$ cat src/rtl/ras_pkg.sv
package ras_pkg;

    typedef enum logic [1:0] {
        ST_GRID   = 2'd0,
        ST_ISLAND = 2'd1,
        ST_RESYNC = 2'd2
    } ras_state_t;

endpackage

$ cat src/rtl/ras_phase_gen.sv
module ras_phase_gen #(
    parameter int ANG_W = 16
) (
    input  logic             clk,
    input  logic             rst_n,
    input  logic             step_en,
    input  logic             track,
    input  logic [ANG_W-1:0] pll_angle,
    input  logic [ANG_W-1:0] inc,
    output logic [ANG_W-1:0] angle
);

    logic [ANG_W-1:0] acc_q;

    // Loaded from the loop angle while tracking, otherwise a wrapping accumulator.
    always_ff @(posedge clk or negedge rst_n) begin
        if (!rst_n) begin
            acc_q <= '0;
        end else if (step_en) begin
            if (track) begin
                acc_q <= pll_angle;
            end else begin
                acc_q <= acc_q + inc;
            end
        end
    end

    assign angle = acc_q;

endmodule

$ cat src/rtl/ras_angle_cmp.sv
module ras_angle_cmp #(
    parameter int ANG_W = 16
) (
    input  logic [ANG_W-1:0] ang_a,
    input  logic [ANG_W-1:0] ang_b,
    input  logic [ANG_W-1:0] thr,
    output logic             near
);

    localparam int SIGN_BIT = ANG_W - 1;

    logic [ANG_W-1:0] diff;
    logic [ANG_W-1:0] mag;

    always_comb begin
        diff = ang_a - ang_b;
        // Negating the most negative value yields its correct unsigned magnitude.
        if (diff[SIGN_BIT]) begin
            mag = ~diff + 1'b1;
        end else begin
            mag = diff;
        end
        near = (mag < thr);
    end

endmodule

$ cat src/rtl/ras_ctrl.sv
module ras_ctrl
    import ras_pkg::*;
(
    input  logic       clk,
    input  logic       rst_n,
    input  logic       sample_en,
    input  logic       island_req,
    input  logic       return_req,
    input  logic       near,
    output ras_state_t state,
    output logic       track,
    output logic       use_internal,
    output logic       wait_sync
);

    ras_state_t state_q;
    ras_state_t state_d;

    always_comb begin
        state_d = state_q;
        if (sample_en) begin
            unique case (state_q)
                ST_GRID: begin
                    if (island_req) state_d = ST_ISLAND;
                end
                ST_ISLAND: begin
                    if (return_req) state_d = ST_RESYNC;
                end
                ST_RESYNC: begin
                    if (island_req)  state_d = ST_ISLAND;
                    else if (near)   state_d = ST_GRID;
                end
                default: state_d = ST_GRID;
            endcase
        end
    end

    always_ff @(posedge clk or negedge rst_n) begin
        if (!rst_n) begin
            state_q <= ST_GRID;
        end else begin
            state_q <= state_d;
        end
    end

    always_comb begin
        track        = 1'b0;
        use_internal = 1'b1;
        wait_sync    = 1'b0;
        unique case (state_q)
            ST_GRID: begin
                track        = 1'b1;
                use_internal = 1'b0;
            end
            ST_ISLAND: begin
                use_internal = 1'b1;
            end
            ST_RESYNC: begin
                wait_sync    = 1'b1;
            end
            default: begin
                track        = 1'b1;
                use_internal = 1'b0;
            end
        endcase
    end

    assign state = state_q;

endmodule

$ cat src/rtl/ref_angle_sel.sv
module ref_angle_sel
    import ras_pkg::*;
#(
    parameter int ANG_W = 16
) (
    input  logic             clk,
    input  logic             rst_n,
    input  logic             sample_en,
    input  logic [ANG_W-1:0] pll_angle,
    input  logic             island_req,
    input  logic             return_req,
    input  logic [ANG_W-1:0] rated_inc,
    input  logic [ANG_W-1:0] match_thr,
    output logic [ANG_W-1:0] ref_angle,
    output logic             use_internal,
    output logic             wait_sync
);

    ras_state_t       state;
    logic             track;
    logic             near;
    logic [ANG_W-1:0] int_angle;

    ras_phase_gen #(.ANG_W(ANG_W)) u_gen (
        .clk       (clk),
        .rst_n     (rst_n),
        .step_en   (sample_en),
        .track     (track),
        .pll_angle (pll_angle),
        .inc       (rated_inc),
        .angle     (int_angle)
    );

    ras_angle_cmp #(.ANG_W(ANG_W)) u_cmp (
        .ang_a (int_angle),
        .ang_b (pll_angle),
        .thr   (match_thr),
        .near  (near)
    );

    ras_ctrl u_ctrl (
        .clk          (clk),
        .rst_n        (rst_n),
        .sample_en    (sample_en),
        .island_req   (island_req),
        .return_req   (return_req),
        .near         (near),
        .state        (state),
        .track        (track),
        .use_internal (use_internal),
        .wait_sync    (wait_sync)
    );

    // Reference switch.
    assign ref_angle = use_internal ? int_angle : pll_angle;

endmodule

$ cat config.mk
export PLATFORM = sky130hd
export DESIGN_NAME = ref_angle_sel
export DESIGN_NICKNAME = d
export VERILOG_FILES = /design/src/rtl/ras_pkg.sv /design/src/rtl/ras_phase_gen.sv /design/src/rtl/ras_angle_cmp.sv /design/src/rtl/ras_ctrl.sv /design/src/rtl/ref_angle_sel.sv
export SDC_FILE = /design/constraint.sdc
export NUM_CORES = 1
export LEC_CHECK = 0
export BUFFER_PORTS_ARGS = -buffer_cell sky130_fd_sc_hd__clkbuf_2
export CAP_MARGIN = 25
export CORE_MARGIN = 10
export CORE_UTILIZATION = 35
export DETAILED_ROUTE_END_ITERATION = 8
export SYNTH_ARGS = -nofsm -noshare
export SYNTH_HDL_FRONTEND = slang
export SYNTH_HIERARCHICAL = 1
export SYNTH_SLANG_ARGS = --single-unit
$ cat constraint.sdc
create_clock -name clk -period 4.8 [get_ports clk]
set_input_delay 0 -clock clk [delete_from_list [all_inputs] [get_ports clk]]
set_output_delay 0 -clock clk [all_outputs]
set_load 0.02 [all_outputs]
==> metrics.txt <==
crit path capture type register; Critical Path Source Type register; Final Cycle Share between 90% and 100%; Critical Path RT 4.95 ns; Post-synth ARST share 100%; CP Max Fanout 5; most common cell after layout, fill and taps aside clkbuf_2; Top delay family on crit path compound AO/OA/AOI/OAI gates; Post-synth EDFFs 0; vias in the first global route between 3000 and 4000; worst hold path type input pin to register; Chip Height 121 microns; H-tree lvl count 1; WS Path Type register to register; library cells used by synthesis 66; Cell Area, Synth 3550 sq um; post-synthesis net count 551; clk_lat worst skew approximately 0.26 ns; TritonCTS Buffers 3; Starting Density a little over a third; Post-synth top flop dfrtp_1; pin count of the biggest net entering global routing 39; post-synthesis simple-gate area fraction 19.0%; Synth Area in Adders 19.1%; Die ar. 14600 sq um; Critical-path top delay cell dfrtp_1; first-pass GRT wire length 15.8 mm; final worst clock skew 0.00686 ns; area of the core between 9000 and 10000 sq um; Final Net Count 620; CTS max path bufs 2; layout cells sized above 1 25.0%; Mapped Avg Cell Area 7.99 sq um; normalized max-slew margin 44.0%; first drt pass iteration count 4; Hold WS 0.0268 ns; main combinational cell family by area after synthesis compound AO/OA/AOI/OAI gates; residual DRC count 0; vias per inst 5.01; post-route core utilization 41.4%; Slew Limit Fails 0; crit-path cells ha_1 > nor2b_1 > o2111a_1 > o21a_1 > nor4_2 > o21bai_1 > a41o_2 > xnor2_4 > nand2_1 > o21ai_1 > ha_1 > a21boi_0 > o21a_1 > o21ai_1 > a21oi_1 > o211ai_1 > a21oi_1 > o31ai_1 > nand2b_1 > a211oi_2 > inv_1 > a21oi_1 > o21bai_1 > mux2_4; status completed; Site Rows 36; Worst-path clk slew 0.08 ns; CTS Sinks 18; maxcap violations 0; xor/xnor share of the synthesized area 9.40%; multiplexer area fraction after synthesis 8.59%; GP Congestion slightly above 0.8; Detailed Route Iter0 Violations 112; CTS tree yes; Die W about 120 microns; worst stage delay on the critical path ~0.38 ns; Placed Cells incl. Taps 640; clk root buf clkbuf_8; vias post-DR 3230; Synthesis Warnings 6; CP dominant cell by count a21oi_1; DR WL/cell between 10 and 15 microns; n_diodes 0; post-route insts no fill roughly 650; Final setup viols 0; Final HPWL DP 7.94 mm; P&R area growth vs syn 14.3%; sequential area share after synthesis 12.7%; final hold vios 0; antenna-violating nets left 0; gr ovfl total 0; Slew @ Worst Pin 0.839 ns; setup repair after global routing missed its margin true; Synth Area in Compound Gates 21.8%; CP Buf/Inv Count 1; Mapped Cells between 400 and 500; Port Buffers 70; Max Clock Freq 0.222 GHz; critical path data arrival time 4.66 ns; most frequent cells in the layout 70 x clkbuf_2, 50 x ha_1, 43 x inv_1; Seq cells post-synth 18; GRT Total Usage 12.6%; # IOs 71; Period minus WS final ~4.5 ns; initial antenna violation count 0; final wirelength 9.24 mm
[final timing paths]
kind	startpoint	endpoint	slack, ns	depth (start not counted)
min in group asynchronous	rst_n	u_gen/angle[15]	0.23	2
worst min register to register	u_gen/angle[0]	u_gen/angle[0]	0.59	2
worst max register to register	u_gen/angle[1]	u_ctrl/state[1]	0.29	24
worst min-delay path	pll_angle[14]	u_gen/angle[14]	0.03	2
worst max-delay path	u_gen/angle[1]	u_ctrl/state[1]	0.29	24
max in group asynchronous	rst_n	u_gen/angle[3]	4.24	2
[cell families (layout without fill, tap and decap cells)]
logic type	count (synthesis)	in the layout
buffers and inverters	61	128
AOI/OAI and AO/OA	118	118
and+or+nand+nor	135	135
xor gates and xnor gates	36	36
DFF	18	18
adders and majority gates	53	53
muxes	24	24
[Yosys cell counts, drive strengths merged, types with 12 or more instances]
cell / instances / area (sq um)
mux2: 19 / 255
inv: 43 / 161
o21ai: 26 / 141
nand2: 35 / 136
nand3: 16 / 80.1
nor2: 37 / 139
xnor2: 24 / 229
ha: 51 / 638
xor2: 12 / 105
buf: 13 / 125
a21oi: 38 / 201
dfrtp: 18 / 450
[timing repair]
item	4_1_cts	5_1_grt
endpoints found under the hold margin	18	0
resized for setup	1	8
hold buffers	1	0
pin swaps	0	9
setup buffers	0	1
endpoints found under the setup margin	1	2
[per-stage QoR]
step           setup WS, ns  setup TNS, ns  cell area (sq um)
2_1_floorplan         0.356              0               3550
3_3_place_gp         0.0695              0               3970
3_5_place_dp       -0.00448       -0.00448               3970
4_1_cts              0.0678              0               4030
5_1_grt             -0.0744        -0.0744               4060
6_report              0.289              0               4060
[final cells by class]
| cell class | count | area, sq um |
|---|---|---|
| fillers | 1060 | 5760 |
| inverters | 44 | 165 |
| well taps | 133 | 166 |
| flip-flops and latches | 18 | 450 |
| clock buffers | 3 | 41.3 |
| repair buffers | 81 | 435 |
| multi-input cells | 366 | 2810 |
[metal layers]
| layer | GRT usage (%) | part of all wire, % | routed length (microns) | vias to the layer above |
|---|---|---|---|---|
| li1 | - | - | - | 1709 |
| met4 | 2.26 | 0.90 | 83 | 0 |
| met1 | 15.5 | 46 | 4290 | 1462 |
| met3 | 1.44 | 3.4 | 313 | 4 |
| met2 | 22.9 | 49 | 4550 | 55 |
| met5 | 0 | 0 | 0 | - |
[sequential cells by signal (all words and copies together), names as in the netlist]
| register | flops |
|---|---|
| u_gen/angle | 16 |
| u_ctrl/state | 2 |
[worst register-to-register path, stage by stage, from the launching register on]
cell	delay, ns
dfrtp_1	0.38
ha_1	0.28
nor2b_1	0.15
o2111a_1	0.27
o21a_1	0.21
nor4_2	0.15
o21bai_1	0.11
a41o_2	0.28
xnor2_4	0.24
nand2_1	0.08
o21ai_1	0.08
ha_1	0.23
a21boi_0	0.13
o21a_1	0.18
o21ai_1	0.11
a21oi_1	0.07
o211ai_1	0.19
a21oi_1	0.09
o31ai_1	0.26
nand2b_1	0.10
a211oi_2	0.21
inv_1	0.06
a21oi_1	0.13
o21bai_1	0.12
mux2_4	0.30
Power is left out: the tool's default activity adds up to more than one toggle a clock period on the data nets, which glitch-free logic cannot reach.
